## config.mk

```make
export PLATFORM = sky130hd
export DESIGN_NAME = intc_core
export DESIGN_NICKNAME = d
export VERILOG_FILES = /design/src/rtl/intc_pkg.sv /design/src/rtl/intc_src.sv /design/src/rtl/intc_arb.sv /design/src/rtl/intc_isr_stack.sv /design/src/rtl/intc_core.sv
export SDC_FILE = /design/constraint.sdc
export NUM_CORES = 1
export LEC_CHECK = 0
export BUFFER_PORTS_ARGS = -buffer_cell sky130_fd_sc_hd__buf_2
export CORE_UTILIZATION = 30
export DETAILED_ROUTE_END_ITERATION = 8
export HOLD_SLACK_MARGIN = 0.15
export RECOVER_POWER = 25
export SLEW_MARGIN = 20
export SYNTH_ARGS = -nofsm -noshare
export SYNTH_HDL_FRONTEND = slang
export SYNTH_SLANG_ARGS = --single-unit
```

## constraint.sdc

```tcl
create_clock -name clk -period 47.8 [get_ports clk]
set_input_delay 4.78 -clock clk [delete_from_list [all_inputs] [get_ports clk]]
set_output_delay 4.78 -clock clk [all_outputs]
set_load 0.01 [all_outputs]
```

## src/rtl/intc_pkg.sv

```systemverilog
package intc_pkg;

    localparam int PRIO_W = 4;
    localparam int VEC_W  = 8;

    typedef logic [PRIO_W-1:0] prio_t;
    typedef logic [VEC_W-1:0]  vec_t;

    // per-source configuration word, decoded
    typedef struct packed {
        logic  mask;
        logic  pol_hi;
        logic  lvl;
        prio_t prio;
        vec_t  vec;
    } srccfg_t;

    localparam int B_MASK = 31;
    localparam int B_POL  = 23;
    localparam int B_LVL  = 22;
    localparam int B_PRIO = 16;

    localparam srccfg_t SRCCFG_RST = '{mask: 1'b1, pol_hi: 1'b0, lvl: 1'b0,
                                       prio: '0, vec: '0};
    localparam vec_t VEC_SPURIOUS = 8'hFF;

    // word addresses
    localparam int A_CFG      = 0;
    localparam int A_TPR      = 1;
    localparam int A_ACK      = 2;
    localparam int A_EOI      = 3;
    localparam int A_IPI_SEND = 4;
    localparam int A_IPI_CFG  = 5;
    localparam int A_SRC_BASE = 8;

    function automatic srccfg_t word_to_cfg(input logic [31:0] w);
        srccfg_t c;
        c.mask   = w[B_MASK];
        c.pol_hi = w[B_POL];
        c.lvl    = w[B_LVL];
        c.prio   = w[B_PRIO +: PRIO_W];
        c.vec    = w[VEC_W-1:0];
        return c;
    endfunction

    function automatic logic [31:0] cfg_to_word(input srccfg_t c);
        logic [31:0] w;
        w                   = '0;
        w[B_MASK]           = c.mask;
        w[B_POL]            = c.pol_hi;
        w[B_LVL]            = c.lvl;
        w[B_PRIO +: PRIO_W] = c.prio;
        w[VEC_W-1:0]        = c.vec;
        return w;
    endfunction

endpackage

```

## src/rtl/intc_src.sv

```systemverilog
module intc_src
    import intc_pkg::*;
(
    input  logic    clk,
    input  logic    rst_n,
    input  logic    src_in,
    input  srccfg_t cfg,
    input  logic    take,
    output logic    pend
);

    typedef struct packed {
        logic act;      // active level seen last cycle
        logic latched;  // captured edge
    } st_t;

    st_t  s_d, s_q;
    logic active;

    always_comb begin
        active    = cfg.pol_hi ? src_in : ~src_in;
        s_d       = s_q;
        s_d.act   = active;
        if (cfg.lvl) begin
            s_d.latched = 1'b0;
        end else begin
            // a fresh edge wins over a same-cycle acknowledge
            s_d.latched = (s_q.latched & ~take) | (active & ~s_q.act);
        end
        pend = cfg.lvl ? active : s_q.latched;
    end

    always_ff @(posedge clk) begin
        if (!rst_n) s_q <= '0;
        else        s_q <= s_d;
    end

endmodule

```

## src/rtl/intc_arb.sv

```systemverilog
module intc_arb
    import intc_pkg::*;
#(
    parameter int N  = 9,
    parameter int IW = (N > 1) ? $clog2(N) : 1
) (
    input  logic  [N-1:0] req,
    input  prio_t [N-1:0] prio,
    input  vec_t  [N-1:0] vec,
    input  prio_t         floor_prio,
    output logic          hit,
    output logic [IW-1:0] idx,
    output prio_t         win_prio,
    output vec_t          win_vec
);

    // strict greater-than against the running best keeps the lowest index on ties
    always_comb begin
        hit      = 1'b0;
        idx      = '0;
        win_prio = floor_prio;
        win_vec  = VEC_SPURIOUS;
        for (int i = 0; i < N; i++) begin
            if (req[i] && (prio[i] > win_prio)) begin
                hit      = 1'b1;
                idx      = IW'(i);
                win_prio = prio[i];
                win_vec  = vec[i];
            end
        end
    end

endmodule

```

## src/rtl/intc_isr_stack.sv

```systemverilog
module intc_isr_stack
    import intc_pkg::*;
#(
    parameter int DEPTH = 16,
    parameter int SP_W  = $clog2(DEPTH + 1)
) (
    input  logic            clk,
    input  logic            rst_n,
    input  logic            push,
    input  prio_t           push_prio,
    input  logic            pop,
    output prio_t           top_prio,
    output logic [SP_W-1:0] sp
);

    localparam int IW = (DEPTH > 1) ? $clog2(DEPTH) : 1;

    typedef struct packed {
        prio_t [DEPTH-1:0] ent;
        logic  [SP_W-1:0]  sp;
    } st_t;

    st_t           s_d, s_q;
    logic [IW-1:0] wr_ix;
    logic [IW-1:0] rd_ix;

    always_comb begin
        s_d   = s_q;
        wr_ix = s_q.sp[IW-1:0];
        rd_ix = IW'(s_q.sp - 1'b1);
        if (push && (s_q.sp < SP_W'(DEPTH))) begin
            s_d.ent[wr_ix] = push_prio;
            s_d.sp         = s_q.sp + 1'b1;
        end else if (pop && (s_q.sp != '0)) begin
            s_d.sp = s_q.sp - 1'b1;
        end
        top_prio = (s_q.sp == '0) ? '0 : s_q.ent[rd_ix];
        sp       = s_q.sp;
    end

    always_ff @(posedge clk) begin
        if (!rst_n) s_q <= '0;
        else        s_q <= s_d;
    end

endmodule

```

## src/rtl/intc_core.sv

```systemverilog
module intc_core
    import intc_pkg::*;
#(
    parameter int NSRC      = 8,
    parameter int NCPU      = 2,
    parameter int CPU_ID    = 0,
    parameter int ISR_DEPTH = 16,
    parameter int ADDR_W    = 6
) (
    input  logic              clk,
    input  logic              rst_n,
    input  logic [ADDR_W-1:0] bus_addr,
    input  logic              bus_wr,
    input  logic              bus_rd,
    input  logic [31:0]       bus_wdata,
    output logic [31:0]       bus_rdata,
    input  logic [NSRC-1:0]   src_in,
    input  logic              legacy_req,
    output logic              cpu_irq
);

    localparam int NCAND = NSRC + 1;
    localparam int CIW   = $clog2(NCAND);
    localparam int SP_W  = $clog2(ISR_DEPTH + 1);
    localparam int SIW   = (NSRC > 1) ? $clog2(NSRC) : 1;

    typedef struct packed {
        logic                         arb_only;
        prio_t                        tpr;
        srccfg_t [NSRC-1:0]           scfg;
        logic    [NSRC-1:0][NCPU-1:0] dest;
        srccfg_t                      ipi_cfg;
        logic                         ipi_pend;
    } regs_t;

    localparam regs_t REGS_RST = '{arb_only: 1'b0, tpr: '1,
                                   scfg: {NSRC{SRCCFG_RST}}, dest: '0,
                                   ipi_cfg: SRCCFG_RST, ipi_pend: 1'b0};

    regs_t regs_d, regs_q;

    // decode
    logic [ADDR_W-1:0] src_off;
    logic              in_src;
    logic [SIW-1:0]    src_sel;
    logic              is_dest;
    logic              ack_fire;
    logic              eoi_fire;

    // arbitration
    logic  [NSRC-1:0]  pend;
    logic  [NSRC-1:0]  take;
    logic  [NCAND-1:0] cand_req;
    prio_t [NCAND-1:0] cand_prio;
    vec_t  [NCAND-1:0] cand_vec;
    prio_t             isr_top;
    prio_t             floor_prio;
    logic              hit;
    logic  [CIW-1:0]   win_idx;
    prio_t             win_prio;
    vec_t              win_vec;
    logic  [SP_W-1:0]  sp;

    always_comb begin
        src_off  = bus_addr - ADDR_W'(A_SRC_BASE);
        in_src   = (bus_addr >= ADDR_W'(A_SRC_BASE)) && (src_off < ADDR_W'(2 * NSRC));
        src_sel  = src_off[SIW:1];
        is_dest  = src_off[0];
        ack_fire = bus_rd && (bus_addr == ADDR_W'(A_ACK)) && hit;
        eoi_fire = bus_wr && (bus_addr == ADDR_W'(A_EOI));
    end

    generate
        for (genvar g = 0; g < NSRC; g++) begin : g_src
            intc_src u_src (
                .clk    (clk),
                .rst_n  (rst_n),
                .src_in (src_in[g]),
                .cfg    (regs_q.scfg[g]),
                .take   (take[g]),
                .pend   (pend[g])
            );
            assign take[g]      = ack_fire && (win_idx == CIW'(g));
            assign cand_req[g]  = pend[g] && !regs_q.scfg[g].mask && regs_q.dest[g][CPU_ID];
            assign cand_prio[g] = regs_q.scfg[g].prio;
            assign cand_vec[g]  = regs_q.scfg[g].vec;
        end
    endgenerate

    assign cand_req[NSRC]  = regs_q.ipi_pend && !regs_q.ipi_cfg.mask;
    assign cand_prio[NSRC] = regs_q.ipi_cfg.prio;
    assign cand_vec[NSRC]  = regs_q.ipi_cfg.vec;
    assign floor_prio      = (regs_q.tpr > isr_top) ? regs_q.tpr : isr_top;

    intc_arb #(.N(NCAND), .IW(CIW)) u_arb (
        .req        (cand_req),
        .prio       (cand_prio),
        .vec        (cand_vec),
        .floor_prio (floor_prio),
        .hit        (hit),
        .idx        (win_idx),
        .win_prio   (win_prio),
        .win_vec    (win_vec)
    );

    intc_isr_stack #(.DEPTH(ISR_DEPTH), .SP_W(SP_W)) u_stack (
        .clk       (clk),
        .rst_n     (rst_n),
        .push      (ack_fire),
        .push_prio (win_prio),
        .pop       (eoi_fire),
        .top_prio  (isr_top),
        .sp        (sp)
    );

    // next register state
    always_comb begin
        regs_d = regs_q;
        if (bus_wr) begin
            case (bus_addr)
                ADDR_W'(A_CFG):      regs_d.arb_only = bus_wdata[0];
                ADDR_W'(A_TPR):      regs_d.tpr      = bus_wdata[PRIO_W-1:0];
                ADDR_W'(A_IPI_CFG):  regs_d.ipi_cfg  = word_to_cfg(bus_wdata);
                ADDR_W'(A_IPI_SEND): if (bus_wdata[CPU_ID]) regs_d.ipi_pend = 1'b1;
                default: begin
                    if (in_src) begin
                        if (is_dest) regs_d.dest[src_sel] = bus_wdata[NCPU-1:0];
                        else         regs_d.scfg[src_sel] = word_to_cfg(bus_wdata);
                    end
                end
            endcase
        end
        if (ack_fire && (win_idx == CIW'(NSRC))) begin
            regs_d.ipi_pend = 1'b0;
        end
    end

    always_ff @(posedge clk) begin
        if (!rst_n) regs_q <= REGS_RST;
        else        regs_q <= regs_d;
    end

    // read path
    always_comb begin
        bus_rdata = '0;
        case (bus_addr)
            ADDR_W'(A_CFG):     bus_rdata[0]            = regs_q.arb_only;
            ADDR_W'(A_TPR):     bus_rdata[PRIO_W-1:0]   = regs_q.tpr;
            ADDR_W'(A_ACK):     bus_rdata[VEC_W-1:0]    = win_vec;
            ADDR_W'(A_IPI_CFG): bus_rdata               = cfg_to_word(regs_q.ipi_cfg);
            default: begin
                if (in_src) begin
                    if (is_dest) bus_rdata[NCPU-1:0] = regs_q.dest[src_sel];
                    else         bus_rdata           = cfg_to_word(regs_q.scfg[src_sel]);
                end
            end
        endcase
    end

    assign cpu_irq = regs_q.arb_only ? hit : legacy_req;

endmodule

```

==> results.sh, run 1 <==
export IMPL_status="finished, violations left"
export IMPL_failed_checks="capacitance limit, slew limit"
export IMPL_antenna_violating_nets_post_route=0
export IMPL_viasPerCell=5.75
export IMPL_post_synth_inst_count=1775
export IMPL_critPathLaunchType="input pin"
export IMPL_synth_edff_count=0
export IMPL_postSynth_topFlopCell="dfxtp_1"
export IMPL_fin_skew_ns=0.0318
export IMPL_crit_arrival_ns=24.49
export IMPL_core_area_um2=45300
export IMPL_grt_pass1_wl_mm=74.3
export IMPL_die_w_um=216
export IMPL_numPortBuffers=49
export IMPL_fp_dieH_um=216
export IMPL_drt_drc_violations_left=0
export IMPL_report_final_hold_viol_count=0
export IMPL_r2r_slack_ns=24.45
export IMPL_clk_insertion_delay_late_ns=0.56
export IMPL_timing_max_transition_violations_final=267
export IMPL_clk_pin_slew_ns=0.06
export IMPL_synth_ff_latch_count=242
export IMPL_avgRoutedWirePerCell_um=20.4
export IMPL_post_synthesis_cell_type_count=93
export IMPL_cp_buffers_inverters=10
export IMPL_detailroute_wirelength_met3_mm=3.85
export IMPL_stdcell_count=2359
export IMPL_layout_commonest_cell="nand2_1"
export IMPL_cellPowerDensity_nw_per_um2=28.1
export IMPL_top_signal_layer_used="met5"
export IMPL_ios=84
export IMPL_numCtsBuffers=25
export IMPL_sequential_cell_area_fraction_in_the_yosys_report=0.352
export IMPL_drt_pre_antenna_iters=6
export IMPL_cts_hold_buffers_added=0
export IMPL_fillerInstances=4748
export IMPL_worst_r2r_endpoint="g_src[0].u_src.s_q[0]"
export IMPL_fin_tns_setup_ns=0
export IMPL_area_growth_synth_to_final_pct=10.1
export IMPL_crit_path_top_delay_cell="o22ai_1"
export IMPL_worst_hold_slack_ns=0.456
export IMPL_worst_setup_path_startpoint="src_in[0]"
export IMPL_rr_startpoint="u_stack.sp[1]"
export IMPL_cts_buffer_depth=3
export IMPL_regArea_um2=4840
export IMPL_crit_path_end_kind="output pin"
export IMPL_multiInputGateArea_um2=8220
export IMPL_grt_remaining_overflow=0
export IMPL_cp_data_required_time_ns=43.02
export IMPL_clock_sink_total=242
export IMPL_post_cts_repair_setup_buffers=0
export IMPL_post_synth_instance_area_um2=13800
export IMPL_unrepaired_setup_endpoints_after_global_routing="false"
export IMPL_dp_final_hpwl_mm=32.6
export IMPL_number_of_failing_setup_endpoints_in_the_final_timing_report=0
export IMPL_crit_family="compound AO/OA/AOI/OAI gates"
export IMPL_detail_route_wirelength_met1_mm=20.5
export IMPL_clock_fmax_mhz=34.2
export IMPL_worstMarginPinSlew_ns=4.36
export IMPL_met2RoutedLength_mm=22.1
export IMPL_layout_nets=1825
export IMPL_period_minus_slack_ns=29.27
export IMPL_crit_type="input pin to output pin"
export IMPL_gpl_final_weighted_congestion=0.888
export IMPL_global_route_usage_total=0.201
export IMPL_irDropWorstVdd_uv=25.3
export IMPL_cp_common_cell="ha_1"
export IMPL_first_global_vias=12775
export IMPL_critical_path_peak_fanout=35
export IMPL_initial_core_utilization=0.304
export IMPL_drt_wl_total_mm=48.2
export IMPL_holdCritPathClass="register to register"
export IMPL_yosys_warnings=0
export IMPL_synthesis_area_per_instance_um2=7.76
export IMPL_cts_htree_levels=1
export IMPL_rr_worst_depth=79
export IMPL_post_cts_resized=0
export IMPL_largest_net_degree_at_the_start_of_global_routing=95
export IMPL_post_route_period_util=0.612
export IMPL_cp_slowest_stage_delay_ns=0.94
export IMPL_slew_headroom=-1.91
export IMPL_numPlacedInstances=2316
export IMPL_worst_hold_startpoint="u_stack.s_q[34]"
export IMPL_static_leakage_power_nw=5.26
export IMPL_timing_hold_worst_endpoint="u_stack.s_q[34]"
export IMPL_antenna_cells=0
export IMPL_drive_above_1_share=0.102
export IMPL_number_of_antenna_violations_at_the_first_check_in_global_routing=2
export IMPL_dr_total_vias=13561
export IMPL_mostFrequentLayoutCells="437 x nand2_1, 242 x dfxtp_1, 170 x a21oi_1, 69 x o22ai_1, 67 x nor2_1"
export IMPL_drt_iter0_drc=1313
export IMPL_timing_hold_worst_path_depth=2
export IMPL_cts_root_buf="clkbuf_16"
export IMPL_async_flop_share=0
export IMPL_die_area_um2=46800
export IMPL_tritoncts="yes"
export IMPL_row_count=78
export IMPL_maxCapViolCount=4
==> report_power, final <==
part | internal [W] | switching, W | leakage, nW
clock | 0.000115 | 0.0000836 | 0.397
combinational | 0.00000641 | 0.0000181 | 2.91
sequential | 0.000203 | 0.000000962 | 1.95
total | 0.000324 | 0.000103 | 5.26
==> kinds of logic (layout without fill, tap and decap cells) <==
group | after synthesis | count (layout) | share of synthesized area
other | 1 | 17 | 0.000272
AO/OA/AOI/OAI | 509 | 509 | 0.241
buffers and inverters | 187 | 155 | 0.0588
multiplexers | 67 | 67 | 0.0650
adder cells (fa/ha/maj) | 33 | 33 | 0.0296
flip-flops | 242 | 242 | 0.352
XOR/XNOR | 14 | 14 | 0.00945
AND/OR/NAND/NOR | 722 | 722 | 0.245
==> worst register-to-register path: cells and delay by family (launching register included) <==
kind | cells | cell delay [ns]
DFF | 1 | 0.48
AOI/OAI and AO/OA | 33 | 9.51
and+or+nand+nor | 19 | 5.37
adders and majority gates | 12 | 4.13
muxes | 5 | 2.04
buffers and inverters | 10 | 1.53
==> cell type report <==
cell class	instances	share of cell area
Tap cell	600	0.0495
Clock inverter	6	0.00553
Sequential cell	242	0.320
Inverter	43	0.0107
Timing Repair Buffer	69	0.0248
Clock buffer	37	0.0475
Multi-Input combinational cell	1362	0.542
==> metrics by stage <==
| step | utilization | instance area [um^2] | power (W) | worst slack (ns) |
|---|---|---|---|---|
| 2_1_floorplan | - | 13800 | 0.000225 | 24.35 |
| 3_3_place_gp | 0.318 | 14400 | 0.000232 | 19.32 |
| 3_5_place_dp | 0.318 | 14400 | 0.000233 | 18.90 |
| 4_1_cts | 0.335 | 15200 | 0.000428 | 18.85 |
| 5_1_grt | 0.335 | 15200 | 0.000439 | 17.39 |
| 6_report | 0.335 | 15200 | 0.000427 | 18.53 |
==> registers in the layout, indices dropped and copies added (netlist names) <==
signal	cells
u_stack.s_q	64
g_src.u_src.s_q	16
regs_q	49
cand_prio	36
cand_vec	72
u_stack.sp	5
==> worst max path at each step <==
stage / cells past startpoint / end
finish: 68 / bus_rdata[7]
global route: 71 / bus_rdata[3]
CTS: 70 / bus_rdata[3]
detailed placement: 68 / bus_rdata[3]
global placement: 65 / bus_rdata[3]
floorplan: 77 / bus_rdata[2]
==> synthesized netlist by cell type, drive strengths merged, types with 17 or more instances <==
master | instances | area (um^2)
nor2 | 73 | 274
nand3 | 40 | 200
o211ai | 24 | 180
inv | 42 | 158
nor3 | 27 | 250
ha | 31 | 388
a211oi | 24 | 193
dfxtp | 242 | 4840
o22ai | 72 | 469
mux2i | 35 | 350
buf | 39 | 254
and2 | 17 | 106
or3 | 21 | 131
clkbuf | 105 | 394
a22oi | 55 | 418
nand2 | 437 | 1640
o21ai | 73 | 365
nand4 | 32 | 206
a21oi | 170 | 851
==> metal layers <==
metal	up-vias	track usage
li1	6267	-
met1	6554	0.270
met2	605	0.325
met3	131	0.0279
met4	4	0.0786
met5	-	0
No activity file was read; power rests on OpenSTA's default activity.
==> run 2: changes to the inputs <==
- clock period: 47.8 -> 30.1 ns (I/O delays scaled with it)
==> results.sh, run 2 (synthesis gave the netlist of run 1 again) <==
export IMPL_clock_sink_total=242
export IMPL_drive_above_1_share=0.109
export IMPL_clk_insertion_delay_late_ns=0.55
export IMPL_drt_iter0_drc=1595
export IMPL_die_area_um2=46800
export IMPL_slew_headroom=-1.68
export IMPL_largest_net_degree_at_the_start_of_global_routing=85
export IMPL_critical_path_peak_fanout=35
export IMPL_post_cts_repair_setup_buffers=0
export IMPL_number_of_failing_setup_endpoints_in_the_final_timing_report=0
export IMPL_antenna_cells=0
export IMPL_viasPerCell=5.70
export IMPL_maxCapViolCount=3
export IMPL_numPlacedInstances=2314
export IMPL_fin_skew_ns=0.0139
export IMPL_timing_hold_worst_path_depth=2
export IMPL_initial_core_utilization=0.304
export IMPL_static_leakage_power_nw=5.33
export IMPL_cts_hold_buffers_added=0
export IMPL_cp_slowest_stage_delay_ns=0.97
export IMPL_post_cts_resized=0
export IMPL_fp_dieH_um=216
export IMPL_period_minus_slack_ns=26.96
export IMPL_largest_register_ff_count=72
export IMPL_dr_total_vias=13458
export IMPL_gpl_final_weighted_congestion=0.898
export IMPL_grt_remaining_overflow=0
export IMPL_worstMarginPinSlew_ns=4.02
export IMPL_critPathLaunchType="register"
export IMPL_numCtsBuffers=26
export IMPL_stdcell_count=2360
export IMPL_cp_data_required_time_ns=27.09
export IMPL_tritoncts="yes"
export IMPL_area_growth_synth_to_final_pct=11.2
export IMPL_crit_path_end_kind="output pin"
export IMPL_crit_arrival_ns=23.95
export IMPL_row_count=78
export IMPL_mostFrequentLayoutCells="437 x nand2_1, 242 x dfxtp_1, 170 x a21oi_1, 69 x o22ai_1, 65 x nor2_1"
export IMPL_dp_final_hpwl_mm=32.3
export IMPL_holdCritPathClass="register to register"
export IMPL_grt_pass1_wl_mm=73.6
export IMPL_layout_nets=1824
export IMPL_avgRoutedWirePerCell_um=20.4
export IMPL_failed_checks="capacitance limit, slew limit"
export IMPL_post_route_period_util=0.896
export IMPL_status="finished, violations left"
export IMPL_layout_commonest_cell="nand2_1"
export IMPL_ios=84
export IMPL_cp_common_cell="ha_1"
export IMPL_cts_htree_levels=1
export IMPL_antenna_violating_nets_post_route=0
export IMPL_core_area_um2=45300
export IMPL_rr_worst_depth=78
export IMPL_number_of_antenna_violations_at_the_first_check_in_global_routing=1
export IMPL_unrepaired_setup_endpoints_after_global_routing="false"
export IMPL_drt_pre_antenna_iters=6
export IMPL_first_global_vias=12597
export IMPL_drt_wl_total_mm=48.1
export IMPL_cellPowerDensity_nw_per_um2=47.1
export IMPL_placed_area_um2=14400
export IMPL_die_w_um=216
export IMPL_clk_pin_slew_ns=0.06
export IMPL_global_route_usage_total=0.200
export IMPL_crit_path_top_delay_cell="o211a_1"
export IMPL_clock_fmax_mhz=37.1
export IMPL_cts_root_buf="clkbuf_16"
export IMPL_report_final_hold_viol_count=0
export IMPL_cts_buffer_depth=3
export IMPL_numPortBuffers=49
export IMPL_drt_drc_violations_left=0
export IMPL_timing_max_transition_violations_final=243
export IMPL_crit_type="register to output pin"
export IMPL_fin_tns_setup_ns=0
export IMPL_irDropWorstVdd_uv=36.7
export IMPL_stdcell_area_um2=15300
run 2: cell types whose count changed in the layout (fill, tap and decap cells not counted):
cell        change
buf_4           +1
clkbuf_8        +2
clkinv_2        +1
nor2_2          +2
clkbuf_16       +2
nor2_1          -2
bufinv_16       +3
nor3_2          +1
clkinvlp_4      +2
clkbuf_1        -9
inv_6           -1
nor3_4          -1
run 2: area by class of cell:
| class | instances | area [um^2] |
|---|---|---|
| Clock buffer | 35 | 776 |
| Clock inverter | 11 | 185 |
| Fill cell | 4756 | 30000 |
| Inverter | 43 | 163 |
| Multi-Input combinational cell | 1362 | 8220 |
| Sequential cell | 242 | 4840 |
| Tap cell | 600 | 751 |
| Timing Repair Buffer | 67 | 372 |
run 2: critical path, delay by kind of cell (launching register included):
family / cells / cell delay, ns
compound gates: 33 / 10.08
mux: 5 / 2.23
flops: 1 / 0.47
buf+inv: 10 / 1.77
xor+xnor: 1 / 0.42
simple gates: 17 / 5.00
fa+ha+maj: 12 / 3.37
run 2: where the power goes:
part	total (W)	switching [W]	internal, W
clock	0.000359	0.000136	0.000222
sequential	0.000324	0.00000149	0.000323
combinational	0.0000393	0.0000290	0.0000103
total	0.000722	0.000167	0.000555
run 2: path summary, 6_finish.rpt:
check / startpoint / to / slack, ns
setup / recovery: u_stack.sp[1] / bus_rdata[3] / 3.14
hold / removal: cand_prio[20] / cand_prio[20] / 0.46
setup reg to reg: u_stack.sp[1] / g_src[0].u_src.s_q[0] / 6.45
hold reg to reg: cand_prio[20] / cand_prio[20] / 0.46
run 2: metrics by stage:
step,total power (W),worst slack (ns),utilization,hold WS [ns]
after global routing,0.000742,1.77,0.338,0.469
final,0.000722,3.14,0.338,0.457
after CTS,0.000726,3.47,0.338,0.455
after global placement,0.000369,4.49,0.317,0.441
after detailed placement,0.000369,4.12,0.317,0.448
after floorplan,0.000357,9.71,-,0.431
run 2: per-layer routing:
layer | vias to the layer above | wire length (um) | track usage | part of all wire
met5 | - | 12 | 0 | 0.00025
met4 | 2 | 1950 | 0.0864 | 0.041
met3 | 139 | 4400 | 0.0331 | 0.091
met2 | 656 | 22000 | 0.321 | 0.46
met1 | 6362 | 19700 | 0.263 | 0.41
li1 | 6299 | - | - | -
